$ cat src/rtl/vis_pkg.sv
package vis_pkg;

  typedef enum logic [2:0] {
    ST_IDLE,
    ST_ACK,
    ST_RDLO,
    ST_RDHI,
    ST_DONE
  } seqState_t;

  // strobes from control to datapath
  typedef struct packed {
    logic clearEn;     // acceptance: drop the enable flag
    logic captureVec;  // last acknowledge cycle: latch pointer
    logic captureLo;   // first read completes
    logic captureHi;   // second read completes
    logic addrHi;      // present pointer+1 instead of pointer
    logic useFixed;    // report the restart address
  } ctlStrb_t;

endpackage

$ cat src/rtl/vis_ctrl.sv
module vis_ctrl
  import vis_pkg::*;
#(
  parameter int ACK_CYCLES = 2
) (
  input  logic     clk,
  input  logic     rstN,
  input  logic     irqReqN,
  input  logic     intEnabled,
  input  logic     modeVectored,
  input  logic     memReady,
  output ctlStrb_t strb,
  output logic     m1N,
  output logic     iorqN,
  output logic     memReq,
  output logic     doneValid
);

  localparam int CNT_W = (ACK_CYCLES < 2) ? 1 : $clog2(ACK_CYCLES);
  localparam logic [CNT_W-1:0] ACK_LAST = CNT_W'(ACK_CYCLES - 1);

  seqState_t state, nextState;
  logic [CNT_W-1:0] ackCnt;
  logic modeLatched;
  logic accept;

  assign accept = (state == ST_IDLE) && intEnabled && !irqReqN;

  always_comb begin
    nextState = state;
    strb      = '0;
    m1N       = 1'b1;
    iorqN     = 1'b1;
    memReq    = 1'b0;
    doneValid = 1'b0;
    case (state)
      ST_IDLE: begin
        if (accept) begin
          strb.clearEn = 1'b1;
          nextState    = ST_ACK;
        end
      end
      ST_ACK: begin
        m1N   = 1'b0;
        iorqN = 1'b0;
        if (ackCnt == ACK_LAST) begin
          strb.captureVec = 1'b1;
          nextState       = modeLatched ? ST_RDLO : ST_DONE;
        end
      end
      ST_RDLO: begin
        memReq = 1'b1;
        if (memReady) begin
          strb.captureLo = 1'b1;
          nextState      = ST_RDHI;
        end
      end
      ST_RDHI: begin
        memReq      = 1'b1;
        strb.addrHi = 1'b1;
        if (memReady) begin
          strb.captureHi = 1'b1;
          nextState      = ST_DONE;
        end
      end
      ST_DONE: begin
        doneValid     = 1'b1;
        strb.useFixed = !modeLatched;
        nextState     = ST_IDLE;
      end
      default: nextState = ST_IDLE;
    endcase
  end

  always_ff @(posedge clk or negedge rstN) begin
    if (!rstN) begin
      state       <= ST_IDLE;
      ackCnt      <= '0;
      modeLatched <= 1'b0;
    end else begin
      state <= nextState;
      if (accept) begin
        modeLatched <= modeVectored;
        ackCnt      <= '0;
      end else if (state == ST_ACK) begin
        ackCnt <= ackCnt + 1'b1;
      end
    end
  end

endmodule

$ cat src/rtl/vis_dpath.sv
module vis_dpath
  import vis_pkg::*;
#(
  parameter int          DATA_W     = 8,
  parameter logic [15:0] FIXED_ADDR = 16'h0038
) (
  input  logic                clk,
  input  logic                rstN,
  input  ctlStrb_t            strb,
  input  logic                intEnSet,
  input  logic                pageWe,
  input  logic [DATA_W-1:0]   pageDin,
  input  logic [DATA_W-1:0]   dataIn,
  input  logic [DATA_W-1:0]   memData,
  output logic [2*DATA_W-1:0] memAddr,
  output logic [2*DATA_W-1:0] handlerAddr,
  output logic                intEnabled
);

  localparam int ADDR_W = 2 * DATA_W;

  logic [DATA_W-1:0] pageReg;
  logic [ADDR_W-1:0] ptrReg;
  logic [DATA_W-1:0] loByte, hiByte;
  logic              intEnReg;

  always_ff @(posedge clk or negedge rstN) begin
    if (!rstN) begin
      pageReg  <= '0;
      ptrReg   <= '0;
      loByte   <= '0;
      hiByte   <= '0;
      intEnReg <= 1'b0;
    end else begin
      if (pageWe)          pageReg  <= pageDin;
      if (strb.clearEn)    intEnReg <= 1'b0;
      else if (intEnSet)   intEnReg <= 1'b1;
      // vector low bit kept exactly as the device supplied it
      if (strb.captureVec) ptrReg   <= {pageReg, dataIn};
      if (strb.captureLo)  loByte   <= memData;
      if (strb.captureHi)  hiByte   <= memData;
    end
  end

  // full-width increment: carry propagates into the page byte
  assign memAddr     = strb.addrHi ? ptrReg + ADDR_W'(1) : ptrReg;
  assign handlerAddr = strb.useFixed ? ADDR_W'(FIXED_ADDR) : {hiByte, loByte};
  assign intEnabled  = intEnReg;

endmodule

$ cat src/rtl/vec_irq_seq.sv
module vec_irq_seq
  import vis_pkg::*;
#(
  parameter int          ACK_CYCLES = 2,
  parameter logic [15:0] FIXED_ADDR = 16'h0038
) (
  input  logic        clk,
  input  logic        rstN,
  input  logic        irqReqN,
  input  logic        intEnSet,
  output logic        intEnabled,
  input  logic        modeVectored,
  input  logic        pageWe,
  input  logic [7:0]  pageDin,
  output logic        m1N,
  output logic        iorqN,
  input  logic [7:0]  dataIn,
  output logic        memReq,
  output logic [15:0] memAddr,
  input  logic [7:0]  memData,
  input  logic        memReady,
  output logic        doneValid,
  output logic [15:0] handlerAddr
);

  ctlStrb_t strb;

  vis_ctrl #(.ACK_CYCLES(ACK_CYCLES)) uCtrl (
    .clk(clk), .rstN(rstN), .irqReqN(irqReqN), .intEnabled(intEnabled),
    .modeVectored(modeVectored), .memReady(memReady), .strb(strb),
    .m1N(m1N), .iorqN(iorqN), .memReq(memReq), .doneValid(doneValid)
  );

  vis_dpath #(.DATA_W(8), .FIXED_ADDR(FIXED_ADDR)) uDpath (
    .clk(clk), .rstN(rstN), .strb(strb), .intEnSet(intEnSet),
    .pageWe(pageWe), .pageDin(pageDin), .dataIn(dataIn), .memData(memData),
    .memAddr(memAddr), .handlerAddr(handlerAddr), .intEnabled(intEnabled)
  );

endmodule

$ cat config.mk
export PLATFORM = sky130hd
export DESIGN_NAME = vec_irq_seq
export DESIGN_NICKNAME = d
export VERILOG_FILES = /design/src/rtl/vis_pkg.sv /design/src/rtl/vis_ctrl.sv /design/src/rtl/vis_dpath.sv /design/src/rtl/vec_irq_seq.sv
export SDC_FILE = /design/constraint.sdc
export NUM_CORES = 1
export LEC_CHECK = 0
export ABC_AREA = 1
export BUFFER_PORTS_ARGS = -buffer_cell sky130_fd_sc_hd__buf_4
export CAP_MARGIN = 15
export CORE_ASPECT_RATIO = 1.2
export CORE_MARGIN = 2
export CORE_UTILIZATION = 55
export CTS_CLUSTER_DIAMETER = 50
export CTS_CLUSTER_SIZE = 24
export DETAILED_ROUTE_END_ITERATION = 12
export PLACE_DENSITY = 0.84
export RECOVER_POWER = 25
export REMOVE_ABC_BUFFERS = 1
export SETUP_SLACK_MARGIN = 0.5
export SKIP_CTS_REPAIR_TIMING = 1
export SKIP_LAST_GASP = 1
export SYNTH_ARGS = -nofsm -noshare
export SYNTH_HDL_FRONTEND = slang
export SYNTH_SLANG_ARGS = --single-unit
$ cat constraint.sdc
create_clock -name clk -period 3.75 [get_ports clk]
set_clock_uncertainty 0.05 [all_clocks]
set_input_delay 0.1875 -clock clk [delete_from_list [all_inputs] [get_ports clk]]
set_output_delay 0.1875 -clock clk [all_outputs]
set_load 0.02 [all_outputs]
; ---- Yosys cells after proc, flatten, opt, wreduce, memory -nomap -nowiden
; Index checks and enable logic that the tools add are counted.
[totals]
regBits = 46
output_inout_bits = 37
[classes]
n_addsub = 2
n_eq_ne = 8
n_mux = 23
reduce_logical = 9
[op_table]
columns = operator, count
row1 = two-way mux 16 bit, 2
row2 = "adder 16 x 1 -> 16 bit, second input constant", 1
row3 = two-way mux 3 bit, 5
row4 = two-way mux 1 bit, 14
row5 = one-hot mux 3 bit (4 select lines), 1
row6 = "== test 3 x 2 -> 1 bit, second input constant", 2
row7 = "!= test 2 x 1 -> 1 bit, second input constant", 2
row8 = "!= test 2 bit, second input constant", 2
row9 = AND reduction 4 bit, 1
row10 = nonzero test 2 bit, 2
row11 = "== test 3 x 1 -> 1 bit, second input constant", 1
row12 = "== test 3 bit, second input constant", 1
row13 = zero test 3 bit, 1
row14 = logical AND 1 bit, 2
row15 = zero test 1 bit, 2
row16 = two-way mux 2 bit, 1
row17 = OR reduction 2 bit, 1
row18 = "adder 1 bit, second input constant", 1

; ---- Longest topological paths before layout
; Gate-level depths: netlist (run 1).
[logic_depth]
ltp_word = 6
ltp_mapped = 9
depth_no_buf = 9

; ---- Hierarchy
; From an unflattened synthesis (run 1), not the netlist that was laid out.
[hier_totals]
cells_unflattened = 293
hier_area_um2 = 2339.7
[modules_own_cells]
columns = module, instances, cells_each, area_each_um2, seq_area_each_um2
row1 = vis_dpath, 1, 245, 2013.2, 1026.0
row2 = vis_ctrl, 1, 48, 326.6, 125.1

; ---- Worst setup path after synthesis (run 1)
; Ideal clock, no wire load.
[synth_timing]
kind = reg-to-output
start = register uCtrl.state[1]
end = output handlerAddr[3]
arrival_ps = 1566
path_slack_ps = 1947
stages_incl_launch_ff = 5
path_cell_list = dfrtp_1 > nor3_1 > nand2_2 > buf_6 > nand2_1
[synth_via]
elab_chain_len = 3
[synth_lines]
columns = item, line
row1 = "start, declared", vis_ctrl.sv:22  ; seqState_t state, nextState;
row2 = "start signal, assigned", vis_ctrl.sv:81  ; state <= nextState;
row3 = == test 3 bit, vis_ctrl.sv:36  ; case (state)
row4 = two-way mux 1 bit, vis_ctrl.sv:36
row5 = two-way mux 16 bit, vis_dpath.sv:47  ; assign handlerAddr = strb.useFixed ? ADDR_W'(FIXED_ADDR) : {hiByte, loByte};
row6 = "end, declared", vec_irq_seq.sv:23  ; output logic [15:0] handlerAddr
; Every way passes these cells.

; ---- Worst setup path in the final report (run 1)
[layout_timing]
start = register uCtrl.state[1]
end = output memAddr[15]
[layout_via]
elab_chain_len = 3
[layout_lines]
columns = item, line
row1 = == test 3 x 2 -> 1 bit, vis_ctrl.sv:36
row2 = two-way mux 2 bit, vis_ctrl.sv:36
row3 = two-way mux 16 bit, vis_dpath.sv:46  ; assign memAddr = strb.addrHi ? ptrReg + ADDR_W'(1) : ptrReg;
row4 = "end, declared", vec_irq_seq.sv:19  ; output logic [15:0] memAddr,
; Every way passes these cells.

==> results of run 1 <==
flip-flops by register name (all words and copies together) (netlist names):
| name | flops |
|---|---|
| uCtrl.ackCnt | 1 |
| uDpath.ptrReg | 16 |
| uDpath.loByte | 8 |
| uDpath.pageReg | 8 |
| uDpath.intEnabled | 1 |
| uCtrl.state | 3 |
| uDpath.hiByte | 8 |
| uCtrl.modeLatched | 1 |
cell families (layout without fill, tap and decap cells):
| group | after synthesis | count (layout) | synth area share, % |
|---|---|---|---|
| and+or+nand+nor | 141 | 141 | 25.5 |
| buffers and inverters | 58 | 125 | 10.6 |
| DFF | 46 | 46 | 48.7 |
| AOI/OAI and AO/OA | 35 | 35 | 8.68 |
| xor gates and xnor gates | 11 | 11 | 4.08 |
| muxes | 4 | 4 | 1.91 |
| adders and majority gates | 1 | 1 | 0.529 |
worst max-delay path by stage:
stage                                   to  slack, ps  cells past startpoint
after CTS                      memAddr[15]       1730                      8
after floorplan           uDpath.ptrReg[9]       1810                      6
final                          memAddr[15]       1740                      8
after detailed placement      uCtrl.ackCnt       1760                      7
after global placement    uDpath.ptrReg[9]       1860                      6
after global routing      uDpath.ptrReg[9]       1460                      7
Yosys cell counts:
library cell / instances / area [um^2]
nand3_2: 1 / 10.0
dfrtp_1: 46 / 1150
nor2_4: 2 / 22.5
nor2_2: 3 / 18.8
a21oi_1: 1 / 5.00
inv_1: 49 / 184
ha_1: 1 / 12.5
buf_2: 2 / 10.0
nand2_1: 102 / 383
nor2_1: 16 / 60.1
o21ai_2: 8 / 70.1
mux2_2: 4 / 45.0
nand2_2: 4 / 25.0
o21ai_1: 2 / 10.0
xor2_1: 5 / 43.8
nand3_1: 5 / 25.0
buf_4: 2 / 15.0
xnor2_1: 6 / 52.6
buf_6: 3 / 33.8
nor3b_1: 1 / 7.51
nand4_1: 2 / 12.5
nand3_4: 1 / 17.5
inv_2: 1 / 3.75
nor4_1: 1 / 6.26
nor3_1: 3 / 15.0
o21ai_0: 24 / 120
clkbuf_1: 1 / 3.75
stage by stage:
| stage | power [mW] | hold WS, ps |
|---|---|---|
| finish | 2.41 | 49.0 |
| global route | 2.61 | 53.0 |
| CTS | 2.43 | -143 |
| detailed placement | 2.15 | 176 |
| global placement | 2.10 | 166 |
| floorplan | 1.65 | -158 |
layout make-up:
type                            instances  area, um^2
Fill cell                             373        1240
Sequential cell                        46        1150
Multi-Input combinational cell        192         962
Timing Repair Buffer                   68         513
Inverter                               50         188
Clock buffer                            7        76.3
Tap cell                               56        70.1
layer usage:
layer,up-vias,routed length (um),GRT usage (%),share of wire (%)
met2,60,2570,41.0,52
met3,3,278,3.55,5.7
li1,1030,-,-,-
met4,0,24,5.80,0.49
met5,-,0,0,0
met1,914,2030,25.4,41
power by group through the flow:
stage / logic, mW / registers, mW / clock network, mW
after detailed placement: 1.28 / 0.875 / 0
after global placement: 1.24 / 0.862 / 0
final: 1.27 / 0.871 / 0.275
after CTS: 1.28 / 0.867 / 0.285
after floorplan: 0.809 / 0.839 / 0
after global routing: 1.41 / 0.901 / 0.304
worst min-delay path: stages:
cell	delay, ps
buf_4	70
nand2_1	40
nand2_1	50
==> metrics.yaml, run 1 <==
clock_latency_ps: 290
initial_core_util_pct: 56.3
rr_endpoint: "uCtrl.ackCnt"
dieArea_um2: 4840
place.detailed.hpwl_um: 3760
drc: 0
hold_depth: 3
cp_cell_sequence: "nand2_2, nor2_4, nand2_2, nor2_1, nand4_1, nand2_1, nand2_1, buf_4"
grt_pass1_vias: 1880
path_class: "reg -> out"
seq_area_frac_synth_pct: 48.7
critPathMaxFanout: 10
wl_per_cell_um: 11.7
powerDensity_nw_per_um2: 816
end_kind: "primary output"
placed_area_um2: 2870
crit_start: "uCtrl.state[1]"
ctsRootBufferMaster: "clkbuf_8"
ys_warn_count: 0
hold_path_end: "uDpath.ptrReg[3]"
rsz0062_at_grt: "no"
drive_gt1_share_pct: 26.4
final_common_cell: "nand2_1"
max_stage_delay_ps: 440
dr.pass1.iters: 4
drt_iter0_markers: 114
worst_r2r_path_depth: 7
tns_ps: 0
cp_slowest_cell: "dfrtp_1"
io_pins: 68
rrSetupSlack_ps: 1740
clock.fmax_mhz: 497
chipHeight_um: 75.8
crit_family: "simple AND/OR/NAND/NOR gates"
r2r-start: "uCtrl.state[0]"
cts.sinks: 46
viasPerCell: 4.79
critPathArrivalTime_ps: 1780
grt_usage_pct: 21.6
p_comb_share_pct: 52.5
worst_slew_pin_slew_ps: 684
max_slew_margin_pct: 54.0
final_cell_mix: "nand2_1, buf_4, inv_1"
drv_slew: 0
synth_cell_types: 27
seq_power_share_pct: 36.0
preCtsSetupSlack_ps: 1760
critPathBufInv: 1
period_needed_ps: 2010
cts_tree: "yes"
p_int_mw: 1.34
num_antenna_cells: 0
nets: 395
swShare_pct: 44.5
fin_area_um2: 2960
htreeDepth: 2
switching_power_mw: 1.07
setup_slack_ps: 1740
finalSetupViolCount: 0
netlist_instances: 296
clk_path_buf_depth: 2
antenna_left: 0
synth_area_per_cell_um2: 7.98
overflow: 0
drt-total-wl_um: 4900
place.gp.congestion: 0.764
antenna_found_initial: 0
worstHoldStart: "dataIn[3]"
fin_crit_sh_pct: 53.7
startpoint_type: "flop"
cts-buffers-inserted: 5
min_path_type: "in -> reg"
outcome: "completed"
timing_hold_violations_final: 0
layout.cells.non_filler: 419
maxCapViolations: 0
die_x_um: 63.8
rows: 26
p_leak_nw: 1.62
port_buffers: 67
irDropWorstVdd_v: 0.000624
fin_util_pct: 70.5
crit_required_ps: 3510
syn_area_um2: 2360
area_growth_syn_to_layout_pct: 25.3
fp.coreArea_um2: 4200
power_frac_clock_pct: 11.4
grt_first_pass_wirelength_um: 8140
grt_max_degree: 47
ys_seq_elements: 46
via_count: 2007
clk_pin_slew_ps: 80
dp.cells: 411
No activity file was read; power rests on OpenSTA's default activity.
==> run 2: changes to the inputs <==
- CORE_UTILIZATION: 55 -> 47
- PLACE_DENSITY: 0.84 -> 0.76
- clock period: 3.75 -> 1.7 ns (I/O delays scaled with it)
==> metrics.yaml, run 2 (synthesized netlist as in run 1, its figures left out) <==
clock_latency_ps: 300  # about the same
maxCapViolations: 0  # unchanged
final_cell_mix: "nand2_1, buf_4, inv_1"
wl_per_cell_um: 12.1  # +3.1%
outcome: "complete, but fails checks"
antenna_left: 0  # unchanged
hold_ws_ps: -39.6  # -88.6 ps
rr_endpoint: "uDpath.ptrReg[10]"
rows: 28  # +7.7%
ctsRootBufferMaster: "clkbuf_8"
startpoint_type: "flop"
irDropWorstVdd_v: 0.000999  # +60%
drc: 0  # unchanged
rsz0062_at_grt: "yes"
htreeDepth: 2  # unchanged
period_needed_ps: 1880
num_antenna_cells: 0  # unchanged
largest_reg_flops: 16  # unchanged
cts.sinks: 46  # unchanged
worst_slew_pin_slew_ps: 1120  # +436 ps
grt_first_pass_wirelength_um: 7740  # -4.9%
crit_family: "flip-flops"
fp.coreArea_um2: 4900  # +17%
finalSetupViolCount: 27  # +27
clk_pin_slew_ps: 80  # about the same
p_leak_nw: 1.85  # +14%
place.detailed.hpwl_um: 3470  # -7.8%
cts_tree: "yes"
die_x_um: 68.7  # +7.7%
dieArea_um2: 5610  # +16%
cp_slowest_cell: "dfrtp_1"
path_class: "reg -> out"
fin_crit_sh_pct: 111
initial_core_util_pct: 48.2  # -8.1 points
port_buffers: 67  # unchanged
worstHoldStart: "dataIn[0]"
cp_cell_sequence: "ha_4, inv_2, nor2_4, nand2_4, nor2_4, nand2_2, xnor2_2, buf_4"
setup_slack_ps: -180  # -1920 ps
crit_required_ps: 1560  # -1950 ps
regMostFlops: "uDpath.ptrReg"
grt_max_degree: 47  # unchanged
preCtsSetupSlack_ps: 146  # -1610 ps
rrSetupSlack_ps: 140  # -1600 ps
critPathMaxFanout: 4  # -6
drt_iter0_markers: 82  # -28%
io_pins: 68  # unchanged
clock.fmax_mhz: 532
finalPower_mw: 6.04  # +150%
place.gp.congestion: 0.795  # +4.1%
nFillCells: 413  # +11%
path_common_cell: "nor2_4"
grt_pass1_vias: 1796  # -4.5%
area_growth_syn_to_layout_pct: 46.2
powerDensity_nw_per_um2: 1750  # +110%
r2r-start: "uCtrl.state[1]"
violations: "negative hold slack, negative setup slack"
clk_path_buf_depth: 2  # unchanged
fin_util_pct: 70.5  # -0.083 points
viasPerCell: 4.78  # -0.20%
critPathBufInv: 2  # +1
overflow: 0  # unchanged
antenna_found_initial: 0  # unchanged
hold_depth: 3  # unchanged
drive_gt1_share_pct: 36.2  # +9.8 points
chipHeight_um: 81.7  # +7.7%
via_count: 2175  # +8.4%
drv_slew: 0  # unchanged
timing_hold_violations_final: 3  # +3
hold_path_end: "uDpath.ptrReg[0]"
cts-buffers-inserted: 5  # unchanged
final_common_cell: "nand2_1"
min_path_type: "in -> reg"
grt_usage_pct: 18.1  # -3.4 points
max_slew_margin_pct: 25.3  # -29 points
end_kind: "primary output"
drt-total-wl_um: 5480  # +12%
worst_r2r_path_depth: 7  # unchanged
critPathArrivalTime_ps: 1740  # -40 ps
nets: 426  # +7.8%
max_stage_delay_ps: 450  # about the same
dr.pass1.iters: 4  # unchanged
[run 2: cell count changes in the layout (fill, tap and decap cells not counted), sizes merged]
cell	before	now
inv	50	49
buf	67	72
clkbuf	7	16
clkinvlp	0	2
clkinv	0	1
dlygate4sd3	1	17
[run 2: worst min-delay path: cells and delay by family]
| kind | cells | cell delay (ps) |
|---|---|---|
| and+or+nand+nor | 1 | 50 |
| buffers and inverters | 1 | 80 |
| AOI/OAI and AO/OA | 1 | 60 |
[run 2: area by class of cell]
| type | count | area [um^2] | area share [%] |
|---|---|---|---|
| sequential | 46 | 1150 | 33.4 |
| multi-input combinational | 192 | 1120 | 32.5 |
| timing repair buffer | 98 | 810 | 23.4 |
| inverter | 50 | 194 | 5.61 |
| clock buffer | 7 | 86.3 | 2.50 |
| tap | 60 | 75.1 | 2.17 |
| timing repair inverter | 1 | 7.51 | 0.217 |
| clock inverter | 1 | 5.00 | 0.145 |
[run 2: per-stage QoR]
step	instance area [um^2]	setup TNS, ps	instances
3_5_place_dp	2900	0	418
3_3_place_gp	2900	0	418
2_1_floorplan	2300	-2450	288
6_report	3460	-3330	455
5_1_grt	3460	-6380	455
4_1_cts	2990	-1930	426
[run 2: routing by layer]
metal / GRT usage, % / part of all wire (%) / up-vias
li1: - / - / 1093
met2: 30.0 / 53 / 60
met5: 0 / 0 / -
met1: 23.5 / 40 / 1016
met3: 4.38 / 5.8 / 6
met4: 5.29 / 0.97 / 0
[run 2: report_power, final]
| group | internal, mW | leakage (nW) | switching, mW | total (mW) |
|---|---|---|---|---|
| clock network | 0.328 | 0.0482 | 0.337 | 0.665 |
| logic | 1.49 | 1.23 | 1.91 | 3.40 |
| registers | 1.56 | 0.567 | 0.411 | 1.97 |
| total | 3.37 | 1.85 | 2.66 | 6.04 |
[run 2: worst max path at each step]
stage                     slack [ps]  cells past startpoint              from          endpoint
after CTS                       -180                      8    uCtrl.state[1]       memAddr[14]
after floorplan                 -240                      6    uCtrl.state[2]  uDpath.ptrReg[9]
final                           -180                      8  uDpath.ptrReg[1]       memAddr[12]
after global routing            -280                     10  uDpath.ptrReg[1]       memAddr[14]
after global placement           180                      8    uCtrl.state[1]       memAddr[14]
after detailed placement         150                      8    uCtrl.state[1]       memAddr[14]
